## src/rtl/pwm_lock_pkg.sv

```systemverilog
package pwm_lock_pkg;
  // Register byte offsets
  localparam logic [3:0] OFS_COUNT  = 4'h0;
  localparam logic [3:0] OFS_PERIOD = 4'h4;
  localparam logic [3:0] OFS_DUTY   = 4'h8;
  localparam logic [3:0] OFS_CTRL   = 4'hC;
  // Control word bit positions
  localparam int BIT_EN   = 0;
  localparam int BIT_CONT = 1;
  localparam int BIT_DLVL = 3;
  localparam int BIT_ILVL = 4;
  localparam int BIT_LOCK = 6;
endpackage

```

## src/rtl/pwm_lock_regs.sv

```systemverilog
module pwm_lock_regs #(
  parameter int DW = 32,
  parameter int AW = 4
) (
  input  logic          clk,
  input  logic          rst_n,
  input  logic          wr_en,
  input  logic          rd_en,
  input  logic [AW-1:0] addr,
  input  logic [DW-1:0] wdata,
  input  logic [DW-1:0] live_cnt,
  output logic [DW-1:0] period_q,
  output logic [DW-1:0] duty_q,
  output logic [DW-1:0] ctrl_q,
  output logic [DW-1:0] rdata
);
  import pwm_lock_pkg::*;

  logic hit_period, hit_duty, hit_ctrl, hit_count;
  assign hit_count  = (addr == AW'(OFS_COUNT));
  assign hit_period = (addr == AW'(OFS_PERIOD));
  assign hit_duty   = (addr == AW'(OFS_DUTY));
  assign hit_ctrl   = (addr == AW'(OFS_CTRL));

  always_ff @(posedge clk or negedge rst_n) begin
    if (!rst_n) begin
      period_q <= '0;
      duty_q   <= '0;
      ctrl_q   <= '0;
    end else if (wr_en) begin
      if (hit_period) period_q <= wdata;
      if (hit_duty)   duty_q   <= wdata;
      if (hit_ctrl)   ctrl_q   <= wdata;
    end
  end

  always_comb begin
    rdata = '0;
    if (rd_en) begin
      if (hit_count)  rdata = live_cnt;
      if (hit_period) rdata = period_q;
      if (hit_duty)   rdata = duty_q;
      if (hit_ctrl)   rdata = ctrl_q;
    end
  end
endmodule

```

## src/rtl/pwm_lock_shadow.sv

```systemverilog
module pwm_lock_shadow #(
  parameter int DW = 32
) (
  input  logic          clk,
  input  logic          rst_n,
  input  logic          commit,
  input  logic [DW-1:0] period_in,
  input  logic [DW-1:0] duty_in,
  input  logic          dlvl_in,
  input  logic          ilvl_in,
  output logic [DW-1:0] act_period,
  output logic [DW-1:0] act_duty,
  output logic          act_dlvl,
  output logic          act_ilvl
);
  always_ff @(posedge clk or negedge rst_n) begin
    if (!rst_n) begin
      act_period <= '0;
      act_duty   <= '0;
      act_dlvl   <= 1'b0;
      act_ilvl   <= 1'b0;
    end else if (commit) begin
      act_period <= period_in;
      act_duty   <= duty_in;
      act_dlvl   <= dlvl_in;
      act_ilvl   <= ilvl_in;
    end
  end
endmodule

```

## src/rtl/pwm_lock_counter.sv

```systemverilog
module pwm_lock_counter #(
  parameter int DW = 32
) (
  input  logic          clk,
  input  logic          rst_n,
  input  logic          run,
  input  logic [DW-1:0] act_period,
  input  logic [DW-1:0] act_duty,
  input  logic          act_dlvl,
  input  logic          act_ilvl,
  output logic [DW-1:0] cnt,
  output logic          period_end,
  output logic          pwm_out
);
  localparam int XW = DW + 1;

  // Last cycle of a period: the next count would reach the period value.
  function automatic logic last_tick(input logic [DW-1:0] c, input logic [DW-1:0] p);
    logic [XW-1:0] nxt;
    nxt = {1'b0, c} + XW'(1);
    return nxt >= {1'b0, p};
  endfunction

  function automatic logic duty_window(input logic [DW-1:0] c, input logic [DW-1:0] d);
    return c < d;
  endfunction

  assign period_end = run && last_tick(cnt, act_period);

  always_ff @(posedge clk or negedge rst_n) begin
    if (!rst_n)          cnt <= '0;
    else if (!run)       cnt <= '0;
    else if (period_end) cnt <= '0;
    else                 cnt <= cnt + DW'(1);
  end

  always_comb begin
    if (run && duty_window(cnt, act_duty)) pwm_out = act_dlvl;
    else                                   pwm_out = act_ilvl;
  end
endmodule

```

## src/rtl/pwm_lock_core.sv

```systemverilog
module pwm_lock_core #(
  parameter int DATA_W = 32,
  parameter int ADDR_W = 4
) (
  input  logic              clk,
  input  logic              rst_n,
  input  logic              wr_en,
  input  logic              rd_en,
  input  logic [ADDR_W-1:0] addr,
  input  logic [DATA_W-1:0] wdata,
  output logic [DATA_W-1:0] rdata,
  output logic              pwm_out
);
  import pwm_lock_pkg::*;

  logic [DATA_W-1:0] period_q, duty_q, ctrl_q, live_cnt;
  logic [DATA_W-1:0] act_period, act_duty;
  logic act_dlvl, act_ilvl;
  logic run_w, lock_w, period_end, commit_w;

  assign run_w    = ctrl_q[BIT_EN] & ctrl_q[BIT_CONT];
  assign lock_w   = ctrl_q[BIT_LOCK];
  assign commit_w = !lock_w && (!run_w || period_end);

  pwm_lock_regs #(.DW(DATA_W), .AW(ADDR_W)) u_regs (
    .clk(clk), .rst_n(rst_n), .wr_en(wr_en), .rd_en(rd_en), .addr(addr),
    .wdata(wdata), .live_cnt(live_cnt), .period_q(period_q),
    .duty_q(duty_q), .ctrl_q(ctrl_q), .rdata(rdata)
  );

  pwm_lock_shadow #(.DW(DATA_W)) u_shadow (
    .clk(clk), .rst_n(rst_n), .commit(commit_w),
    .period_in(period_q), .duty_in(duty_q),
    .dlvl_in(ctrl_q[BIT_DLVL]), .ilvl_in(ctrl_q[BIT_ILVL]),
    .act_period(act_period), .act_duty(act_duty),
    .act_dlvl(act_dlvl), .act_ilvl(act_ilvl)
  );

  pwm_lock_counter #(.DW(DATA_W)) u_cnt (
    .clk(clk), .rst_n(rst_n), .run(run_w),
    .act_period(act_period), .act_duty(act_duty),
    .act_dlvl(act_dlvl), .act_ilvl(act_ilvl),
    .cnt(live_cnt), .period_end(period_end), .pwm_out(pwm_out)
  );
endmodule

```

## config.mk

```make
export PLATFORM = sky130hd
export DESIGN_NAME = pwm_lock_core
export DESIGN_NICKNAME = d
export VERILOG_FILES = /design/src/rtl/pwm_lock_pkg.sv /design/src/rtl/pwm_lock_regs.sv /design/src/rtl/pwm_lock_shadow.sv /design/src/rtl/pwm_lock_counter.sv /design/src/rtl/pwm_lock_core.sv
export SDC_FILE = /design/constraint.sdc
export NUM_CORES = 1
export LEC_CHECK = 0
export ABC_AREA = 0
export ABC_CLOCK_PERIOD_IN_PS = 9330
export BUFFER_PORTS_ARGS = -buffer_cell sky130_fd_sc_hd__buf_2
export CORE_MARGIN = 3
export CORE_UTILIZATION = 35
export CTS_CLUSTER_SIZE = 20
export DETAILED_ROUTE_END_ITERATION = 6
export GPL_TIMING_DRIVEN = 0
export SLEW_MARGIN = 15
export SYNTH_ARGS = -nofsm -noshare
export SYNTH_HDL_FRONTEND = slang
export SYNTH_SLANG_ARGS = --single-unit
```

## constraint.sdc

```tcl
create_clock -name clk -period 9.33 [get_ports clk]
set_clock_uncertainty 0.2 [all_clocks]
set_input_delay 1.866 -clock clk [delete_from_list [all_inputs] [get_ports clk]]
set_output_delay 1.866 -clock clk [all_outputs]
set_load 0.05 [all_outputs]
```

==> out/results.ini, run 1 <==
[detailed_routing]
vias=7209
drtIter0Drc=357
viasPerCell=5.05
drc=0
wl_um=25800
antenna_left=0
wl_per_cell_um=18.1
first_pass_iters=4

[pwr]
powerDensity_mw_per_mm2=233
power_leakage_nw=5.76
peakVddDrop_uv=110

[floorplan]
rows=62
core_mm2=0.0290
fp.dieH_um=179
initial_utilization=0.360
die_x_um=179
num_io_pins=73
dieArea_mm2=0.0319

[clock_network]
ctsResizeCount=0
postCtsHoldBufs=0
clkSinkCount=194
path_clk_slew_ns=0.08
clock_latency_ns=0.44
post-cts-setup-buffers=0
cts_buffer_depth=2
cts-root-buf=clkbuf_16
cts_buffers=17
cts_tree=yes
cts_max_level=4

[sta]
slew_headroom=0.379
setup_slack_ns=2.99
min_period_ns=6.34
post-route-period-util=0.680
worst_pin_slew_ns=0.931
setup_viol=0
finalSetupTns_ns=0
rsz0062_at_grt=no
hold_slack_ns=0.295
fmax_mhz=158
hold_violations=0
slew_viol_final=0

[synthesis]
syn_nets=1043
synthCells=939
synth_top_area_share=0.465
synth-seq-cells=194
synth.area.top_cells=dfrtp_1, mux2_2, ha_1, mux2_4, nand2_1
syn_area_mm2=0.0104
seq_area_frac_synth=0.465
yosys_warnings=0
ys.flop_type=dfrtp_1
yosysTopAreaCell=dfrtp_1
synthArstFlopShare=1.00
syn-mean-instance-area_um2=11.1
synth.distinct_cells=49
synth-edff-count=0

[cells_and_area]
fin_util=0.412
layout_common_cells=dfrtp_1, nand2_1, mux2_2, o21ai_0, buf_2
drive_gt1_frac=0.266
n_antenna_cell=0
finalNetCount=1134
final_common_cell=dfrtp_1
synthToLayoutAreaGrowth_pct=14.6

[setup_path]
arrival_ns=4.27
crit_type=input pin to output pin
critPathLaunchType=input pin
crit_buf_inv=3
slowest_stage=nor3_1
cp.required_ns=7.26
path_max_fanout=10
critical_path.top_delay_family=buffers and inverters
endpoint_kind=output pin
path_cells=buf_2 > nor3_1 > clkbuf_1 > o21ai_0 > nand2_1 > o21ai_0 > a21boi_0 > buf_2
slowest_delay_ns=0.75

[grt]
grt_max_degree=101
grt-ovfl-total=0
antenna_found_initial=0
grt_pass1_wl_um=41600
grt_use_total=0.169
grt_pass1_vias=7523

[place]
dp_hpwl_um=18100
io_buffers=71
gp_congestion=0.825
pre_cts_ws_ns=3.04

[job]
drv_cap=0

[outcome]
status=finished clean

[hold_path]
worstHoldPathType=flop to flop

==> cells by family (layout without fill, tap and decap cells) <==
group | after synthesis | count (layout) | synth area share
fa+ha+maj | 64 | 64 | 0.0768
compound gates | 149 | 149 | 0.0883
simple gates | 232 | 232 | 0.108
xor+xnor | 30 | 30 | 0.0252
flops | 194 | 194 | 0.465
buf+inv | 107 | 211 | 0.0465
mux | 163 | 163 | 0.190
==> cells in the mapped netlist (2+ instances only) <==
cell,instances
a211o_1,2
or3_1,2
a21oi_1,20
xnor2_1,21
nand2_1,123
a21boi_0,32
nand3_1,18
and3_1,4
dfrtp_1,194
nor3_1,5
and4_1,5
nand2b_1,3
ha_1,64
mux2_2,117
a211oi_1,5
buf_1,7
nor2_1,17
nor2b_1,32
buf_12,4
mux2_1,6
buf_4,2
xor2_1,9
o21ai_0,72
mux2_4,40
nand4_1,12
inv_1,68
clkbuf_1,25
a21o_1,8
nor4_1,2
==> stage by stage <==
stage	instance area, um2	std cells	power [mW]
floorplan	10400	939	1.78
detailed placement	11300	1395	1.99
global placement	11300	1394	1.96
finish	12000	1427	2.79
global route	12000	1427	2.96
CTS	12000	1427	2.82
==> path summary, 6_finish.rpt <==
| path | start | end | slack (ns) | cells past startpoint |
|---|---|---|---|---|
| setup reg to reg | u_cnt.cnt[14] | u_shadow.act_duty[20] | 4.56 | 15 |
| min in group asynchronous | rst_n | u_shadow.act_period[18] | 1.27 | 1 |
| hold / removal | u_shadow.act_ilvl | u_shadow.act_ilvl | 0.30 | 1 |
| max in group asynchronous | rst_n | u_regs.duty_q[11] | 6.70 | 2 |
| hold reg to reg | u_shadow.act_ilvl | u_shadow.act_ilvl | 0.30 | 1 |
| setup / recovery | addr[1] | rdata[20] | 2.99 | 8 |
==> routing by layer <==
layer	vias to the layer above	track usage	wire, um
met5	-	0	0
met3	31	0.0315	784
met1	3637	0.225	12000
met2	117	0.282	12500
li1	3424	-	-
met4	0	0.0461	518
==> state kept, by name, summed over array words and instances (netlist names) <==
signal               flops
u_shadow.act_ilvl        1
u_regs.period_q         32
u_regs.duty_q           32
u_shadow.act_period     32
u_shadow.act_dlvl        1
u_cnt.cnt               32
u_regs.ctrl_q           32
u_shadow.act_duty       32
==> layout make-up <==
class | instances | area (um2)
sequential | 194 | 4850
inverter | 68 | 255
fill | 2854 | 17100
buffer | 39 | 230
tap | 384 | 480
clock inverter | 13 | 195
clock buffer | 19 | 453
timing repair buffer | 72 | 393
multi-input combinational | 638 | 5100
==> power breakdown <==
part,leakage (nW),switching [mW],internal [mW],total [mW]
Combinational,3.00,0.349,0.397,0.746
Clock,0.320,0.345,0.470,0.815
Sequential,2.43,0.146,1.08,1.23
Total,5.76,0.839,1.95,2.79
Power figures use the tool's default switching activity.
==> run 2: changes to the inputs <==
- ABC_AREA: 0 -> 1
- ABC_CLOCK_PERIOD_IN_PS: 9330 -> 5120
- clock period: 9.33 -> 5.12 ns (I/O delays scaled with it)
==> run 2 against run 1 <==
Against the previous run: non-clock buffer count increased by 26; sequential cell count unchanged; count of clock-buffer cells in the layout decreased by 1; final cell count increased by 31%; critical path depth increased by 2; worst setup slack got worse by 2.5 ns; sequential power increased by 72%; design area increased by 2.9%; global-route usage increased by 4.0 points; core utilization decreased by 0.23 points; sequential share of layout area decreased by 1.2 points.
==> out/results.ini, run 2 <==
[outcome]
status=finished clean

[grt]
grt_pass1_wl_um=53400  ; +28%
grt_max_degree=101  ; unchanged
antenna_found_initial=0  ; unchanged
grt_pass1_vias=9326  ; +24%
grt_use_total=0.209  ; +0.0403
grt-ovfl-total=0  ; unchanged

[pwr]
power.internal_mw=3.03  ; +56%
p_clk_frac=0.311  ; +0.019
power_leakage_nw=6.49  ; +13%
p_sw_frac=0.343  ; +0.0415
powerDensity_mw_per_mm2=375  ; +61%
pwr-share-seq=0.457  ; +0.017
power_mw=4.62  ; +66%
p_sw_mw=1.58  ; +89%
power.share.combinational=0.232  ; -0.036
peakVddDrop_uv=241  ; +120%

[synthesis]
synth.distinct_cells=38  ; -22%
syn_nets=1485  ; +42%
syn-mean-instance-area_um2=7.81  ; -30%
synth_top_area_share=0.450  ; -0.0152
synthArstFlopShare=1.00  ; unchanged
yosys_warnings=0  ; unchanged
syn_area_mm2=0.0108  ; +3.4%
synth-seq-cells=194  ; unchanged
synthCells=1381  ; +47%
yosysTopAreaCell=dfrtp_1
yosys-top-cells-count=nand2_1, dfrtp_1, inv_1, o21ai_0, nand3_1
yosysMostFrequentCell=nand2_1
synth.area.top_cells=dfrtp_1, nand2_1, ha_1, o21ai_0, inv_1
ys.flop_type=dfrtp_1
seq_area_frac_synth=0.450  ; -0.0152
synth-edff-count=0  ; unchanged

[setup_path]
crit_type=input pin to output pin
r2r_slack_ns=0.70  ; -3.86 ns
endpoint_kind=output pin
critPathLaunchType=input pin
r2r_start=u_cnt.cnt[1]
reg2regPathDepth=20  ; +5
cp.required_ns=3.90  ; -3.36 ns
arrival_ns=3.43  ; -0.84 ns
r2r-end=u_cnt.cnt[13]
path_max_fanout=10  ; unchanged

[hold_path]
min-delay-start=u_shadow.act_period[25]
hold_depth=2  ; +1
holdPathEnd=u_shadow.act_period[25]
worstHoldPathType=flop to flop

[floorplan]
rows=63  ; +1.6%
num_io_pins=73  ; unchanged
die_x_um=182  ; +1.6%
initial_utilization=0.359  ; -0.000502
dieArea_mm2=0.0330  ; +3.3%
fp.dieH_um=182  ; +1.6%
core_mm2=0.0300  ; +3.5%

[sta]
hold_violations=0  ; unchanged
rsz0062_at_grt=no
setup_viol=0  ; unchanged
slew_headroom=0.392  ; +0.0130
setup_slack_ns=0.462  ; -2.53 ns
worst_pin_slew_ns=0.911  ; -0.0194 ns
fmax_mhz=215
min_period_ns=4.66
post-route-period-util=0.910
slew_viol_final=0  ; unchanged

[clock_network]
cts_buffer_depth=2  ; unchanged
path_clk_slew_ns=0.07  ; about the same
cts_max_level=4  ; unchanged
clock_latency_ns=0.45  ; about the same
cts-root-buf=clkbuf_16
postCtsHoldBufs=0  ; unchanged
cts_tree=yes
ctsResizeCount=0  ; unchanged
clkSinkCount=194  ; unchanged
post-cts-setup-buffers=0  ; unchanged
cts_buffers=17  ; unchanged

[detailed_routing]
wl_per_cell_um=18.3  ; +0.91%
antenna_left=0  ; unchanged
viasPerCell=5.13  ; +1.6%
first_pass_iters=5  ; +1
wl_um=34300  ; +33%
drtIter0Drc=757  ; +110%
vias=9627  ; +34%
drc=0  ; unchanged

[cells_and_area]
finalNetCount=1578  ; +39%
instances_no_fill=1876  ; +31%
synthToLayoutAreaGrowth_pct=14.2
n_antenna_cell=0  ; unchanged
layout_common_cells=nand2_1, dfrtp_1, inv_1, o21ai_0, nand3_1
final_common_cell=nand2_1
drive_gt1_frac=0.0996  ; -0.166

[place]
placed_cells=1845  ; +32%
pre_cts_ws_ns=0.521  ; -2.52 ns
dp_hpwl_um=26000  ; +44%
gp_congestion=0.930  ; +13%
io_buffers=72  ; +1.4%

[job]
drv_cap=0  ; unchanged

==> run 2: per-layer routing <==
metal,track usage,share of wire
met4,0.0743,0.029
met3,0.0365,0.056
met2,0.338,0.46
met5,0,0
met1,0.284,0.45
==> run 2: power groups by stage <==
| stage | sequential [mW] | clock, mW | combinational [mW] |
|---|---|---|---|
| 2_1_floorplan | 2.05 | 0 | 0.763 |
| 6_report | 2.11 | 1.44 | 1.07 |
| 5_1_grt | 2.15 | 1.51 | 1.24 |
| 3_5_place_dp | 2.13 | 0 | 1.07 |
| 4_1_cts | 2.10 | 1.45 | 1.08 |
| 3_3_place_gp | 2.12 | 0 | 1.04 |
==> run 2: worst max-delay path, stage by stage <==
cell and delay [ns]:
buf_2 0.11, clkinv_1 0.26, nand2_2 0.37, nor2_2 0.19, inv_1 0.12, clkbuf_1 0.51, nor2_1 0.07, o21ai_0 0.30
o211a_1 0.21, buf_2 0.26
==> run 2: stage by stage <==
stage | hold slack (ns) | cell area, um2 | setup TNS (ns) | util
global route | 0.291 | 12300 | 0 | 0.410
floorplan | 0.242 | 10800 | 0 | -
finish | 0.274 | 12300 | 0 | 0.410
detailed placement | 0.259 | 11700 | 0 | 0.389
global placement | 0.256 | 11600 | -100.61 | 0.387
CTS | 0.277 | 12300 | 0 | 0.410
==> run 2: worst max-delay path by stage <==
stage	start	cells after the start	end	slack [ns]
2_1_floorplan	addr[2]	6	rdata[16]	1.10
3_3_place_gp	rst_n	1	u_regs.duty_q[2]	-0.54
3_5_place_dp	addr[2]	10	rdata[13]	0.52
4_1_cts	addr[2]	10	rdata[13]	0.52
5_1_grt	u_cnt.cnt[1]	20	u_cnt.cnt[26]	0.31
6_report	addr[2]	10	rdata[13]	0.46
==> run 2: cell families after synthesis <==
family	after synthesis	synth area share
compound gates	249	0.127
flops	194	0.450
xor+xnor	22	0.0179
fa+ha+maj	64	0.0743
buf+inv	247	0.0915
simple gates	605	0.239
==> run 2: cell type report <==
| cell class | count | area [um2] |
|---|---|---|
| repair buffers | 74 | 425 |
| plain buffers | 63 | 297 |
| fillers | 3059 | 17700 |
| multi-input cells | 940 | 4940 |
| inverters | 184 | 691 |
| flip-flops and latches | 194 | 4850 |
| clock inverters | 13 | 175 |
| clock buffers | 18 | 439 |
| well taps | 390 | 488 |
